## src/rtl/cfgs_pkg.sv

```systemverilog
package cfgs_pkg;

   typedef enum logic {
      SESS_IDLE = 1'b0,
      SESS_OPEN = 1'b1
   } sess_e;

   typedef struct packed {
      logic erase;
      logic secure;
      logic done;
   } cmd_t;

endpackage

```

## src/rtl/cfgs_lock.sv

```systemverilog
module cfgs_lock (
   input  logic clk,
   input  logic rst_n,
   input  logic erase_i,
   input  logic secure_i,
   output logic locked_o,
   output logic preload_ok_o
);

   // Non-volatile latch: power-up value only, never touched by rst_n.
   logic lock_q = 1'b0;

   always_ff @(posedge clk) begin
      if (erase_i)
         lock_q <= 1'b0;
      else if (secure_i)
         lock_q <= 1'b1;
   end

   assign locked_o     = lock_q;
   assign preload_ok_o = ~lock_q;


   lock_rise_chk: assert property (@(posedge clk) disable iff (!rst_n)
      $rose(locked_o) |-> $past(secure_i));


   lock_fall_chk: assert property (@(posedge clk) disable iff (!rst_n)
      $fell(locked_o) |-> $past(erase_i));

endmodule

```

## src/rtl/cfgs_array.sv

```systemverilog
module cfgs_array
   import cfgs_pkg::*;
#(
   parameter int WORDS = 16,
   parameter int DW    = 8,
   localparam int ADDR_W = $clog2(WORDS)
) (
   input  logic                  clk,
   input  logic                  rst_n,
   input  logic                  erase_i,
   input  logic                  done_i,
   input  logic                  wr_en_i,
   input  logic [ADDR_W-1:0]     wr_addr_i,
   input  logic [DW-1:0]         wr_data_i,
   output logic [WORDS*DW-1:0]   pat_o
);

   sess_e sess_q;
   logic  fresh;

   // Session state is volatile: reset, erase and done all close it.
   always_ff @(posedge clk) begin
      if (!rst_n)
         sess_q <= SESS_IDLE;
      else if (erase_i || done_i)
         sess_q <= SESS_IDLE;
      else if (wr_en_i)
         sess_q <= SESS_OPEN;
   end

   assign fresh = (sess_q == SESS_IDLE);

   for (genvar gi = 0; gi < WORDS; gi++) begin : g_word
      logic [DW-1:0] word_q = '1;
      logic          hit;

      assign hit = (wr_addr_i == ADDR_W'(gi));

      always_ff @(posedge clk) begin
         if (erase_i)
            word_q <= '1;
         else if (wr_en_i) begin
            if (fresh)
               word_q <= hit ? wr_data_i : '1;
            else if (hit)
               word_q <= word_q & wr_data_i;
         end
      end

      assign pat_o[gi*DW +: DW] = word_q;
   end


   erase_all_chk: assert property (@(posedge clk) disable iff (!rst_n)
      erase_i |=> (pat_o == '1));


   open_clear_only_chk: assert property (@(posedge clk) disable iff (!rst_n)
      (!erase_i && !fresh) |=> ((pat_o & ~$past(pat_o)) == '0));

endmodule

```

## src/rtl/cfgs_rdport.sv

```systemverilog
module cfgs_rdport #(
   parameter int WORDS    = 16,
   parameter int DW       = 8,
   parameter int READ_LAT = 1,
   localparam int ADDR_W  = $clog2(WORDS)
) (
   input  logic                  clk,
   input  logic                  rst_n,
   input  logic                  rd_en_i,
   input  logic [ADDR_W-1:0]     rd_addr_i,
   input  logic                  locked_i,
   input  logic [WORDS*DW-1:0]   pat_i,
   output logic [DW-1:0]         rd_data_o,
   output logic                  rd_valid_o
);

   logic [DW-1:0] sel_word;
   logic [DW-1:0] masked;

   assign sel_word = pat_i[rd_addr_i*DW +: DW];
   assign masked   = locked_i ? {DW{1'b1}} : sel_word;

   if (READ_LAT == 1) begin : g_reg
      logic [DW-1:0] data_q;
      logic          valid_q;

      always_ff @(posedge clk) begin
         if (!rst_n) begin
            data_q  <= '0;
            valid_q <= 1'b0;
         end else begin
            valid_q <= rd_en_i;
            if (rd_en_i)
               data_q <= masked;
         end
      end

      assign rd_data_o  = data_q;
      assign rd_valid_o = valid_q;


      locked_read_chk: assert property (@(posedge clk) disable iff (!rst_n)
         (rd_en_i && locked_i) |=> (rd_valid_o && rd_data_o == {DW{1'b1}}));
   end else begin : g_comb
      assign rd_data_o  = masked;
      assign rd_valid_o = rd_en_i;


      locked_read_chk: assert property (@(posedge clk) disable iff (!rst_n)
         (rd_en_i && locked_i) |-> (rd_data_o == {DW{1'b1}}));
   end

   if (READ_LAT != 0 && READ_LAT != 1) begin : g_bad_lat
      $error("cfgs_rdport: READ_LAT must be 0 or 1");
   end

endmodule

```

## src/rtl/cfg_secure_store.sv

```systemverilog
module cfg_secure_store
   import cfgs_pkg::*;
#(
   parameter int WORDS    = 16,
   parameter int DW       = 8,
   parameter int READ_LAT = 1,
   localparam int ADDR_W  = $clog2(WORDS)
) (
   input  logic                  clk,
   input  logic                  rst_n,
   input  logic                  acc_valid,
   input  logic                  acc_write,
   input  logic [ADDR_W-1:0]     acc_addr,
   input  logic [DW-1:0]         acc_wdata,
   input  logic                  cmd_erase,
   input  logic                  cmd_secure,
   input  logic                  cmd_done,
   output logic [DW-1:0]         rd_data,
   output logic                  rd_valid,
   output logic                  wr_err,
   output logic [WORDS*DW-1:0]   cfg_vector,
   output logic                  preload_ok
);

   if (WORDS < 2 || (WORDS & (WORDS - 1)) != 0) begin : g_bad_words
      $error("cfg_secure_store: WORDS must be a power of two, at least 2");
   end
   if (DW < 1) begin : g_bad_dw
      $error("cfg_secure_store: DW must be positive");
   end

   cmd_t cmd;
   logic wr_req, rd_req, wr_en, locked;
   logic err_q;

   assign cmd    = '{erase: cmd_erase, secure: cmd_secure, done: cmd_done};
   assign wr_req = acc_valid &  acc_write;
   assign rd_req = acc_valid & ~acc_write;
   assign wr_en  = wr_req & ~locked & ~cmd.erase;

   cfgs_lock u_lock (
      .clk          (clk),
      .rst_n        (rst_n),
      .erase_i      (cmd.erase),
      .secure_i     (cmd.secure),
      .locked_o     (locked),
      .preload_ok_o (preload_ok)
   );

   cfgs_array #(.WORDS(WORDS), .DW(DW)) u_array (
      .clk       (clk),
      .rst_n     (rst_n),
      .erase_i   (cmd.erase),
      .done_i    (cmd.done),
      .wr_en_i   (wr_en),
      .wr_addr_i (acc_addr),
      .wr_data_i (acc_wdata),
      .pat_o     (cfg_vector)
   );

   cfgs_rdport #(.WORDS(WORDS), .DW(DW), .READ_LAT(READ_LAT)) u_rd (
      .clk        (clk),
      .rst_n      (rst_n),
      .rd_en_i    (rd_req),
      .rd_addr_i  (acc_addr),
      .locked_i   (locked),
      .pat_i      (cfg_vector),
      .rd_data_o  (rd_data),
      .rd_valid_o (rd_valid)
   );

   always_ff @(posedge clk) begin
      if (!rst_n)
         err_q <= 1'b0;
      else
         err_q <= wr_req & locked;
   end

   assign wr_err = err_q;


   refused_write_err_chk: assert property (@(posedge clk) disable iff (!rst_n)
      (wr_req && locked) |=> wr_err);


   refused_write_keep_chk: assert property (@(posedge clk) disable iff (!rst_n)
      (wr_req && locked && !cmd_erase) |=> $stable(cfg_vector));


   preload_block_chk: assert property (@(posedge clk) disable iff (!rst_n)
      (cmd_secure && !cmd_erase) |=> !preload_ok);


   erase_wins_chk: assert property (@(posedge clk) disable iff (!rst_n)
      cmd_erase |=> (preload_ok && cfg_vector == '1));

endmodule

```

## config.mk

```make
export PLATFORM = sky130hd
export DESIGN_NAME = cfg_secure_store
export DESIGN_NICKNAME = d
export VERILOG_FILES = /design/src/rtl/cfgs_pkg.sv /design/src/rtl/cfgs_lock.sv /design/src/rtl/cfgs_array.sv /design/src/rtl/cfgs_rdport.sv /design/src/rtl/cfg_secure_store.sv
export SDC_FILE = /design/constraint.sdc
export NUM_CORES = 1
export LEC_CHECK = 0
export ABC_AREA = 0
export ABC_CLOCK_PERIOD_IN_PS = 2300
export BUFFER_PORTS_ARGS = -buffer_cell sky130_fd_sc_hd__clkbuf_2
export CAP_MARGIN = 20
export CORE_UTILIZATION = 32
export CTS_CLUSTER_SIZE = 30
export DETAILED_ROUTE_END_ITERATION = 16
export GPL_ROUTABILITY_DRIVEN = 0
export PLACE_DENSITY_LB_ADDON = 0.15
export SYNTH_ARGS = -nofsm -noshare
export SYNTH_HDL_FRONTEND = slang
export SYNTH_HIERARCHICAL = 1
export SYNTH_SLANG_ARGS = --single-unit
export TNS_END_PERCENT = 20
```

## constraint.sdc

```tcl
create_clock -name clk -period 2.3 [get_ports clk]
set_input_delay 0.69 -clock clk [delete_from_list [all_inputs] [get_ports clk]]
set_output_delay 0.69 -clock clk [all_outputs]
set_load 0.1 [all_outputs]
```

== Yosys cells after proc, flatten, opt, wreduce, memory -nomap -nowiden ==
Index checks and enable logic that the tools add are counted.
W data, S select, Z words.
Storage, ports and cells
  output and inout port bits: 139
  flip-flop bits (word level): 140
  input port bits: 19
Operators by class
  bitwise logic cells: 25
  equality and inequality tests: 31
  multiplexer cells: 49
  reductions and logical operators: 19
  shifts and indexed selects: 1
Operator list (count)
  $mux W8: 49
  $and A8 B8 Y8: 16
  $shiftx A128 B8 Y8: 1
  $eq A4 B4 Y1 const B: 8
  $ne A2 B2 Y1 const B: 16
  $reduce_and A2 Y1: 16
  $eq A4 B3 Y1 const B: 4
  $eq A4 B2 Y1 const B: 2
  $and A1 B1 Y1: 5
  $eq A4 B1 Y1 const B: 1
  $logic_not A4 Y1: 1
  $not A1 Y1: 4
  $reduce_or A2 Y1: 1
  $logic_or A1 B1 Y1: 1

== Longest topological paths before layout ==
Gate-level depths: netlist (run 1).
  word-level depth: 4
  depth in mapped cells: 6
  mapped depth without buffers: 4

== By module ==
Netlist (run 1), hierarchy kept.
By module, submodules not included
  cfgs_array: instances 1, cells an instance 465, area an instance 5006.1 um2
  cfgs_rdport: instances 1, cells an instance 126, area an instance 1400.1 um2
  cfg_secure_store: instances 1, cells an instance 4, area an instance 47.5 um2
  cfgs_lock: instances 1, cells an instance 3, area an instance 33.8 um2

== Worst setup path after synthesis (run 1) ==
OpenSTA, ideal clock, no wires.
  kind: input -> register
  start point: input port cmd_erase
  end point: register u_array.g_word[8].word_q[1]
  cell stages on the path: 4
  arrival: 1.666 ns
  required time: 2.157 ns
  buffers on the path: 1
  slack: 0.491 ns
  cell sequence: and4bb_1 nor3b_4 buf_6 a32oi_1
On the way
  longest elaborated chain between the ends: 3
Ends and longest elaborated chain
  from (decl): RTL line cfg_secure_store.sv:15  | input logic cmd_erase,
  $not A1 Y1: RTL line cfg_secure_store.sv:39  | assign wr_en = wr_req & ~locked & ~cmd.erase;
  $and A1 B1 Y1: RTL line cfg_secure_store.sv:39
  $reduce_and A2 Y1 (no source line)
  to (signal assigned): RTL line cfgs_array.sv:44  | word_q <= hit ? wr_data_i : '1;
  to (signal assigned): RTL line cfgs_array.sv:46  | word_q <= word_q & wr_data_i;
  to (decl): RTL line cfgs_array.sv:34  | logic [DW-1:0] word_q = '1;
Parallel ways exist; a longest one is shown, timed or not.
A chain may end at the register's enable or synchronous reset.

== Worst setup path in the final report (run 1) ==
  start point: register u_array.g_word[12].word_q[0]
  end point: output port cfg_vector[96]
RTL lines
  from (decl): RTL line cfgs_array.sv:34
  from (signal assigned): RTL line cfgs_array.sv:44
  from (signal assigned): RTL line cfgs_array.sv:46
  to (decl): RTL line cfg_secure_store.sv:21  | output logic [WORDS*DW-1:0] cfg_vector,
No word-level cell between the ends.

==> results of run 1 <==
[worst register-to-register path: cells and delay by family (launching register included)]
| kind | cells | cell delay [ns] |
|---|---|---|
| flops | 1 | 0.33 |
| buf+inv | 1 | 0.19 |
| compound gates | 1 | 0.09 |
| simple gates | 2 | 0.90 |
[registers in the layout (all words and copies together) (netlist names)]
signal                 cells
u_array/g_word.word_q    128
u_rd/rd_data_o             8
u_array/sess_q             1
u_lock/locked_o            1
u_rd/rd_valid_o            1
wr_err                     1
[where the power goes]
part           switching [mW]  total [mW]  leakage (nW)  internal, mW
combinational           0.371       0.517          2.74         0.146
clock                    1.07        3.05         0.308          1.97
sequential             0.0140        2.46          1.14          2.44
total                    1.46        6.02          4.18          4.56
[kinds of logic after synthesis]
logic type	after synthesis	synth area share
AOI/OAI and AO/OA	177	0.225
buffers and inverters	196	0.155
DFF	140	0.432
muxes	48	0.111
and+or+nand+nor	37	0.0762
[cells in the final DEF (no fill, tap or decap), drive strengths merged]
cell type	n
nor4	1
o21ba	1
buf	42
nand2b	2
a211oi	8
mux4	16
mux2i	24
nor4bb	2
mux2	8
bufinv	5
o211ai	8
and4bb	5
and4	2
nor4b	5
clkinv	4
o2bb2ai	8
o21ai	8
and2	2
a21oi	8
clkbuf	176
a22oi	8
and2b	1
nor2b	2
nor2	1
or3	1
dfxtp	140
nor3b	9
and4b	4
inv	129
a32oi	128
clkinvlp	3
[area by class of cell]
| cell class | instances | area [µm²] |
|---|---|---|
| Sequential cell | 140 | 2800 |
| Multi-Input combinational cell | 262 | 2680 |
| Clock buffer | 20 | 457 |
| Clock inverter | 11 | 191 |
| Timing Repair Buffer | 198 | 1320 |
| Inverter | 130 | 489 |
| Tap cell | 265 | 332 |
| Fill cell | 1951 | 11400 |
[worst paths after layout]
kind,from,end,cells after the start
worst min register to register,u_array/g_word[13].word_q[5],u_array/g_word[13].word_q[5],2
worst min-delay path,cmd_done,u_array/sess_q,2
worst max register to register,u_lock/locked_o,u_array/g_word[7].word_q[7],4
worst max-delay path,u_array/g_word[12].word_q[0],cfg_vector[96],1
[through the flow]
step / setup TNS [ns] / area, µm² / util
after global placement: -0.0599 / 7620 / 0.388
after CTS: 0 / 8270 / 0.421
after global routing: 0 / 8270 / 0.421
after detailed placement: -0.207 / 7620 / 0.388
after floorplan: 0 / 6490 / -
final: 0 / 8270 / 0.421
[metal layers]
layer / share of wire / GRT usage
met5: 0 / 0
met4: 0.021 / 0.0837
met3: 0.068 / 0.0437
met2: 0.47 / 0.334
met1: 0.44 / 0.283
==> run metrics, run 1 <==
die span in y=144 µm; Setup Fix Bufs, Post-CTS=0; startpoint types=flip-flop; Worst Skew=0.0102 ns; cell taking the most area after synthesis=dfxtp_1; Synth async-reset ratio=0; Final period util=0.879; highest clock rate=495 MHz; CP peak stage delay=0.49 ns; Congestion Overflow GR=0; Core Area=0.0197 mm²; Remaining DRCs=0; Reg2Reg Setup Slack=0.65 ns; Worst setup EP type=primary output; post-synthesis area per instance=10.8 µm²; fin nets=768; vias in the first global route=5,262; Fin. Hold Viols=0; Cell Pwr Density=728 mW/mm²; post-synth top area share=0.432; Netlist cell types=38; Fin Hold WS=0.446 ns; Pleak=4.18 nW; GR Util All Layers=0.212; post-DR vias/cell=5.37; Slew headroom=0.590; endpoints failing setup=0; CP Cell Sequence=clkbuf_2; Slew Viols, Final=0; H-tree lvl count=4; CP Data Required Time=1.61 ns; number of inserted diodes=0; post-cts repair resize count=0; Initial DRC Count=596; most common cell in the netlist=dfxtp_1; hpwl dp=15,400 µm; WP buf/inv=1; Synth Register Bits=140; die area=0.0208 mm²; unrepaired setup endpoints after global routing=no; synthesized cell area=0.00649 mm²; routed wire length=21,900 µm; Die X=144 µm; Cell Rows=51; first-pass GRT wire length=32,300 µm; # hold bufs at CTS=0; Synth top cells by count=dfxtp_1 (140), inv_1 (129), a32oi_1 (128); largest net degree at the start of global routing=65; Inst Count DP=995; count of flip-flops with a built-in enable after synthesis=0; Clk Latency, worst-skew pair=0.42 ns; Root Driver=clkbuf_16; Worst Max-Slew Pin Slew=0.614 ns; maximum vdd drop=0.339 mV; DR pass1 iterations=9; syn_nets=617; detailed-route via count=5,506; Syn Inst Count=598; max cap viols=0; layout cells sized above 1=0.350; HP Class=in2reg; Yosys warnings=6; CTS tree=built; TritonCTS sink count=140; post-synthesis sequential area ratio=0.432; Port-buffer cells=157; slowest library cell on the worst path=clkbuf_2; Crit Path Max Fanout=3; Crit Path Class=reg2out; DRT antenna net count=0; status=completed; Clk pin slew, worst setup/hold paths=0.06 ns; total design power=6.02 mW; Area Growth Syn to Fin=27.5%; clock buffer count from CTS=17; leading register cell type out of synthesis=dfxtp_1; CP delay by family, top=buffers and inverters; minimum clock period=2.02 ns; Finished Layout Cells=1,026; Worst Slack Setup Final=0.279 ns; Initial Util=0.330; antenna violations before repair=0; pre-CTS setup slack=-0.0858 ns; top post-synthesis cells by area=dfxtp_1 (43%), a32oi_1 (17%), inv_1 (7.5%); arrival time worst endpoint=1.33 ns; I/O pin total=158; Avg WL per Cell=21.4 µm; CTS Buffer Depth=2
No activity file was read; power rests on OpenSTA's default activity.
==> run 2: changes to the inputs <==
==> constraint.sdc (replaced) <==
create_clock -name clk -period 2.3 [get_ports clk]
set_input_delay 0.115 -clock clk [delete_from_list [all_inputs] [get_ports clk]]
set_output_delay 0.115 -clock clk [all_outputs]
set_load 0.1 [all_outputs]
==> run 2 against run 1 <==
Combinational power down 5.6%. Critical path type is now reg2reg. Register-to-register slack worse by 0.18 ns. Largest power group unchanged. Sequential power about the same. Power is 3.8% lower. Largest cell class unchanged.
==> run metrics, run 2 (synthesis gave the netlist of run 1 again) <==
Clk Latency, worst-skew pair=0.43 ns; Initial DRC Count=337; Pint=4.29 mW; Worst setup EP type=flip-flop; Area Growth Syn to Fin=23.4%; die area=0.0208 mm²; Fin. Hold Viols=0; most flop-heavy register=u_array/g_word.word_q; I/O pin total=158; Worst Max-Slew Pin Slew=0.700 ns; Crit Path Max Fanout=32; max reg flops=128; unrepaired setup endpoints after global routing=no; antenna violations before repair=0; post-DR vias/cell=5.39; Worst Slack Setup Final=0.473 ns; first-pass GRT wire length=31,900 µm; endpoints failing setup=0; CTS tree=built; highest clock rate=547 MHz; Pleak=4.08 nW; Core Area=0.0197 mm²; hpwl dp=15,200 µm; Die X=144 µm; Slew Viols, Final=0; combinational group share of total power=0.084; part of the power in registers=0.425; pre-CTS setup slack=0.282 ns; routed wire length=21,700 µm; total design power=5.79 mW; Crit Path Class=reg2reg; vias in the first global route=5,236; clock share of power=0.491; reg2reg start=u_lock/locked_o; RR Endpoint=u_array/g_word[11].word_q[3]; Reg2Reg Setup Slack=0.47 ns; R2R cell count=4; Sw Pwr=1.50 mW; dpl cell area=0.00736 mm²; HP Class=in2reg; Root Driver=clkbuf_16; Slew headroom=0.531; hold_sp=rst_n; CTS Buffer Depth=2; Setup Fix Bufs, Post-CTS=0; number of inserted diodes=0; Port-buffer cells=157; Congestion Overflow GR=0; CP Data Required Time=2.63 ns; Sw Ratio=0.260; post-cts repair resize count=0; Cell Rows=51; largest net degree at the start of global routing=65; WHS Endpoint=u_rd/rd_data_o[1]; layout cells sized above 1=0.338; H-tree lvl count=4; Fin Hold WS=0.115 ns; CP Cell Sequence=and4bb_1, nand2b_4, buf_12, a32oi_1; Remaining DRCs=0; minimum clock period=1.83 ns; hold depth=3; Worst Skew=0.00933 ns; status=completed; maximum vdd drop=0.409 mV; max cap viols=0; TritonCTS sink count=140; startpoint types=flip-flop; slowest library cell on the worst path=and4bb_1; fin nets=758; detailed-route via count=5,485; DR pass1 iterations=5; Avg WL per Cell=21.3 µm; Initial Util=0.330; final setup TNS=0 ns; Final period util=0.795; fin area=0.00801 mm²; Cell Pwr Density=723 mW/mm²; GR Util All Layers=0.210; CP peak stage delay=0.52 ns; die span in y=144 µm; most frequent cells in the layout=clkbuf_2 (156), dfxtp_1 (140), inv_1 (129); # hold bufs at CTS=4; arrival time worst endpoint=2.16 ns; most common library cell in the layout ignoring fill and taps=clkbuf_2; Clk pin slew, worst setup/hold paths=0.06 ns; clock buffer count from CTS=17; DRT antenna net count=0
==> run 2: power by group through the flow <==
| stage | Clock (mW) | Combinational, mW | Sequential (mW) |
|---|---|---|---|
| finish | 2.85 | 0.488 | 2.46 |
| CTS | 2.88 | 0.487 | 2.46 |
| global route | 3.00 | 0.512 | 2.46 |
| floorplan | 0 | 0.254 | 2.63 |
| detailed placement | 0 | 0.480 | 2.51 |
| global placement | 0 | 0.475 | 2.51 |
==> run 2: per-stage QoR <==
stage,std cells,util
final,1017,0.407
after global routing,1017,0.407
after CTS,1017,0.407
after detailed placement,981,0.374
after global placement,981,0.374
after floorplan,598,-
==> run 2: cell type report <==
class / count / area, µm²
fill: 1968 / 11600
sequential: 140 / 2800
multi-input combinational: 262 / 2680
timing repair buffer: 188 / 1090
inverter: 130 / 489
clock buffer: 17 / 425
tap: 265 / 332
clock inverter: 15 / 186
==> run 2: worst max-delay path by stage <==
| stage | cells past startpoint | to | startpoint | slack, ns |
|---|---|---|---|---|
| 4_1_cts | 4 | u_array/g_word[9].word_q[7] | u_lock/locked_o | 0.49 |
| 3_3_place_gp | 6 | u_rd/rd_data_o[1] | acc_addr[2] | 0.34 |
| 3_5_place_dp | 6 | u_rd/rd_data_o[1] | acc_addr[2] | 0.28 |
| 5_1_grt | 4 | u_array/g_word[6].word_q[4] | u_lock/locked_o | 0.34 |
| 6_report | 4 | u_array/g_word[11].word_q[3] | u_lock/locked_o | 0.47 |
| 2_1_floorplan | 3 | u_rd/rd_data_o[6] | u_array/g_word[5].word_q[6] | 0.61 |
==> run 2: per-layer routing <==
metal / routed length, µm / part of all wire / GRT usage / vias up
li1: - / - / - / 2534
met1: 9100 / 0.42 / 0.268 / 2692
met2: 10600 / 0.49 / 0.348 / 225
met3: 1470 / 0.068 / 0.0387 / 34
met4: 486 / 0.022 / 0.0864 / 0
met5: 0 / 0 / 0 / -
==> run 2: worst max-delay path: cells and delay by family, from the launching register on <==
| kind | cells | cell delay (ns) |
|---|---|---|
| flops | 1 | 0.35 |
| buf+inv | 1 | 0.29 |
| simple gates | 2 | 0.85 |
| compound gates | 1 | 0.23 |
==> run 3: changes to the inputs <==
--- a/config.mk
+++ b/config.mk
@@ -5,8 +5,8 @@
 export SDC_FILE = /design/constraint.sdc
 export NUM_CORES = 1
 export LEC_CHECK = 0
-export ABC_AREA = 0
-export ABC_CLOCK_PERIOD_IN_PS = 2300
+export ABC_AREA = 1
+export ABC_CLOCK_PERIOD_IN_PS = 1450
 export BUFFER_PORTS_ARGS = -buffer_cell sky130_fd_sc_hd__clkbuf_2
 export CAP_MARGIN = 20
 export CORE_UTILIZATION = 32
==> constraint.sdc (replaced) <==
create_clock -name clk -period 1.45 [get_ports clk]
set_input_delay 0.0725 -clock clk [delete_from_list [all_inputs] [get_ports clk]]
set_output_delay 0.0725 -clock clk [all_outputs]
set_load 0.1 [all_outputs]
==> run 3 against run 2 <==
Hold slack got worse by 0.016 ns. Sequential power increased by 75%. Highest routed layer unchanged. Synthesized cell count increased by 120%. Clock power increased by 61%. Via count increased by 78%. Critical path type unchanged. Final cell count increased by 84%. Die area increased by 24%. Sequential share of layout area decreased by 7.5 points. Critical path depth increased by 5. Maximum frequency increased by 25%. The run now ends with negative setup slack left. Critical endpoint is now u_array/g_word[0].word_q[3]. Global-route usage increased by 4.8 points. Largest power group unchanged. Non-clock buffer count increased by 62.
==> run metrics, run 3 <==
H-tree lvl count=4; Clk Latency, worst-skew pair=0.43 ns; Remaining DRCs=0; most common library cell in the layout ignoring fill and taps=nand2_1; Worst setup EP type=flip-flop; I/O pin total=158; Synth Register Bits=140; Initial DRC Count=1,013; clock buffer count from CTS=17; part of the power in registers=0.365; Sw Ratio=0.359; count of flip-flops with a built-in enable after synthesis=0; Fin Hold WS=0.0987 ns; clock share of power=0.388; Worst Slack Setup Final=-0.0124 ns; max reg flops=128; layout cells sized above 1=0.288; pre-CTS setup slack=0.0507 ns; Port-buffer cells=157; cell taking the most area after synthesis=dfxtp_1; arrival time worst endpoint=1.83 ns; CP Cell Sequence=inv_2, nand2_2, nor2_4, buf_12, clkbuf_16, a21boi_4, buf_6, nand2_1, nand3_1; routed wire length=34,300 µm; Cell Pwr Density=1100 mW/mm²; number of inserted diodes=0; Final period util=1.01; largest net degree at the start of global routing=67; Root Driver=clkbuf_16; Slew headroom=0.551; hpwl dp=23,200 µm; CTS Buffer Depth=2; Avg WL per Cell=18.3 µm; most common cell in the netlist=nand2_1; Cell Rows=57; post-synth top area share=0.348; Syn Inst Count=1,340; Worst Max-Slew Pin Slew=0.674 ns; Area Growth Syn to Fin=33.4%; fin nets=1,550; Fin. Hold Viols=0; die area=0.0258 mm²; failing checks=negative setup slack; post-synthesis area per instance=6.01 µm²; CP delay by family, top=buffers and inverters; endpoints failing setup=4; most flop-heavy register=u_array/g_word.word_q; max cap viols=0; most frequent cells in the layout=nand2_1 (529), nand3_1 (350), clkbuf_2 (155); unrepaired setup endpoints after global routing=yes; Yosys warnings=6; Worst Skew=0.0124 ns; Die X=161 µm; Congestion Overflow GR=0; minimum clock period=1.46 ns; top post-synthesis cells by area=dfxtp_1 (35%), nand2_1 (25%), nand3_1 (22%); syn_nets=1,359; startpoint types=flip-flop; post-DR vias/cell=5.22; Sw Pwr=4.24 mW; GR Util All Layers=0.258; slowest library cell on the worst path=dfxtp_2; CTS tree=built; HP Class=in2reg; maximum vdd drop=0.636 mV; TritonCTS sink count=140; CP Data Required Time=1.82 ns; detailed-route via count=9,751; DR pass1 iterations=6; DRT antenna net count=0; WP buf/inv=4; synthesized cell area=0.00805 mm²; combinational group share of total power=0.247; Crit Path Max Fanout=8; post-synthesis sequential area ratio=0.348; Core Area=0.0245 mm²; Pint=7.58 mW; antenna violations before repair=0; highest clock rate=684 MHz; Initial Util=0.328; Crit Path Class=reg2reg; first-pass GRT wire length=51,600 µm; Slew Viols, Final=0; vias in the first global route=8,669; total design power=11.8 mW; Synth async-reset ratio=0; Pleak=5.43 nW; CP peak stage delay=0.32 ns; Netlist cell types=18; Clk pin slew, worst setup/hold paths=0.06 ns; Synth top cells by count=nand2_1 (538), nand3_1 (352), dfxtp_1 (140); die span in y=161 µm; leading register cell type out of synthesis=dfxtp_1; status=finished, violations left
run 3: metal layers:
layer	global-route usage	vias up	part of all wire
met1	0.363	4520	0.45
met5	0	-	0
li1	-	4760	-
met2	0.406	422	0.45
met3	0.0331	49	0.070
met4	0.0844	0	0.025
run 3: final cells by class:
cell class                      count  area, µm²
Fill cell                        2618      13800
Multi-Input combinational cell   1052       4710
Sequential cell                   140       2960
Timing Repair Buffer              250       1800
Clock buffer                       25        495
Tap cell                          324        405
Inverter                           70        264
Clock inverter                      7        110
run 3: final timing paths:
kind | start | to | slack [ns] | cells after the start
max | u_lock/locked_o | u_array/g_word[0].word_q[3] | -0.01 | 9
min | acc_write | u_rd/rd_valid_o | 0.1 | 5
max reg2reg | u_lock/locked_o | u_array/g_word[0].word_q[3] | -0.01 | 9
min reg2reg | u_array/g_word[8].word_q[6] | u_array/g_word[8].word_q[6] | 0.48 | 2
run 3: through the flow:
step	area, µm²	std cells	util	TNS, ns
finish	10700	1868	0.438	-0.0302
global route	10700	1868	0.438	-0.941
CTS	10400	1855	0.423	0
detailed placement	9710	1818	0.396	0
global placement	9710	1818	0.396	0
floorplan	8200	1340	-	-0.376
run 3: worst min-delay path: stages:
cell and delay [ns]:
clkbuf_2 0.09, nor2_1 0.05, buf_4 0.17, nand2_1 0.06, inv_1 0.03
run 3: power by group through the flow:
stage / clock network (mW) / logic [mW] / registers, mW
2_1_floorplan: 0 / 0.915 / 5.56
3_3_place_gp: 0 / 2.79 / 4.39
3_5_place_dp: 0 / 2.80 / 4.38
4_1_cts: 4.65 / 2.82 / 4.30
5_1_grt: 4.82 / 3.10 / 4.33
6_report: 4.59 / 2.92 / 4.31
run 3: cells by family after synthesis:
kind of cell | Yosys count | synth area share
compound gates | 94 | 0.0615
simple gates | 958 | 0.509
buf+inv | 148 | 0.0811
flops | 140 | 0.348
run 3: what timing repair did:
| action | in CTS | in global routing |
|---|---|---|
| setup endpoints to repair | 1 | 80 |
| hold endpoints to repair | 4 | 0 |
| resized for setup | 1 | 38 |
| pin swaps | 0 | 2 |
| cloned | 0 | 5 |
| hold buffers | 5 | 0 |
| setup buffers | 0 | 10 |
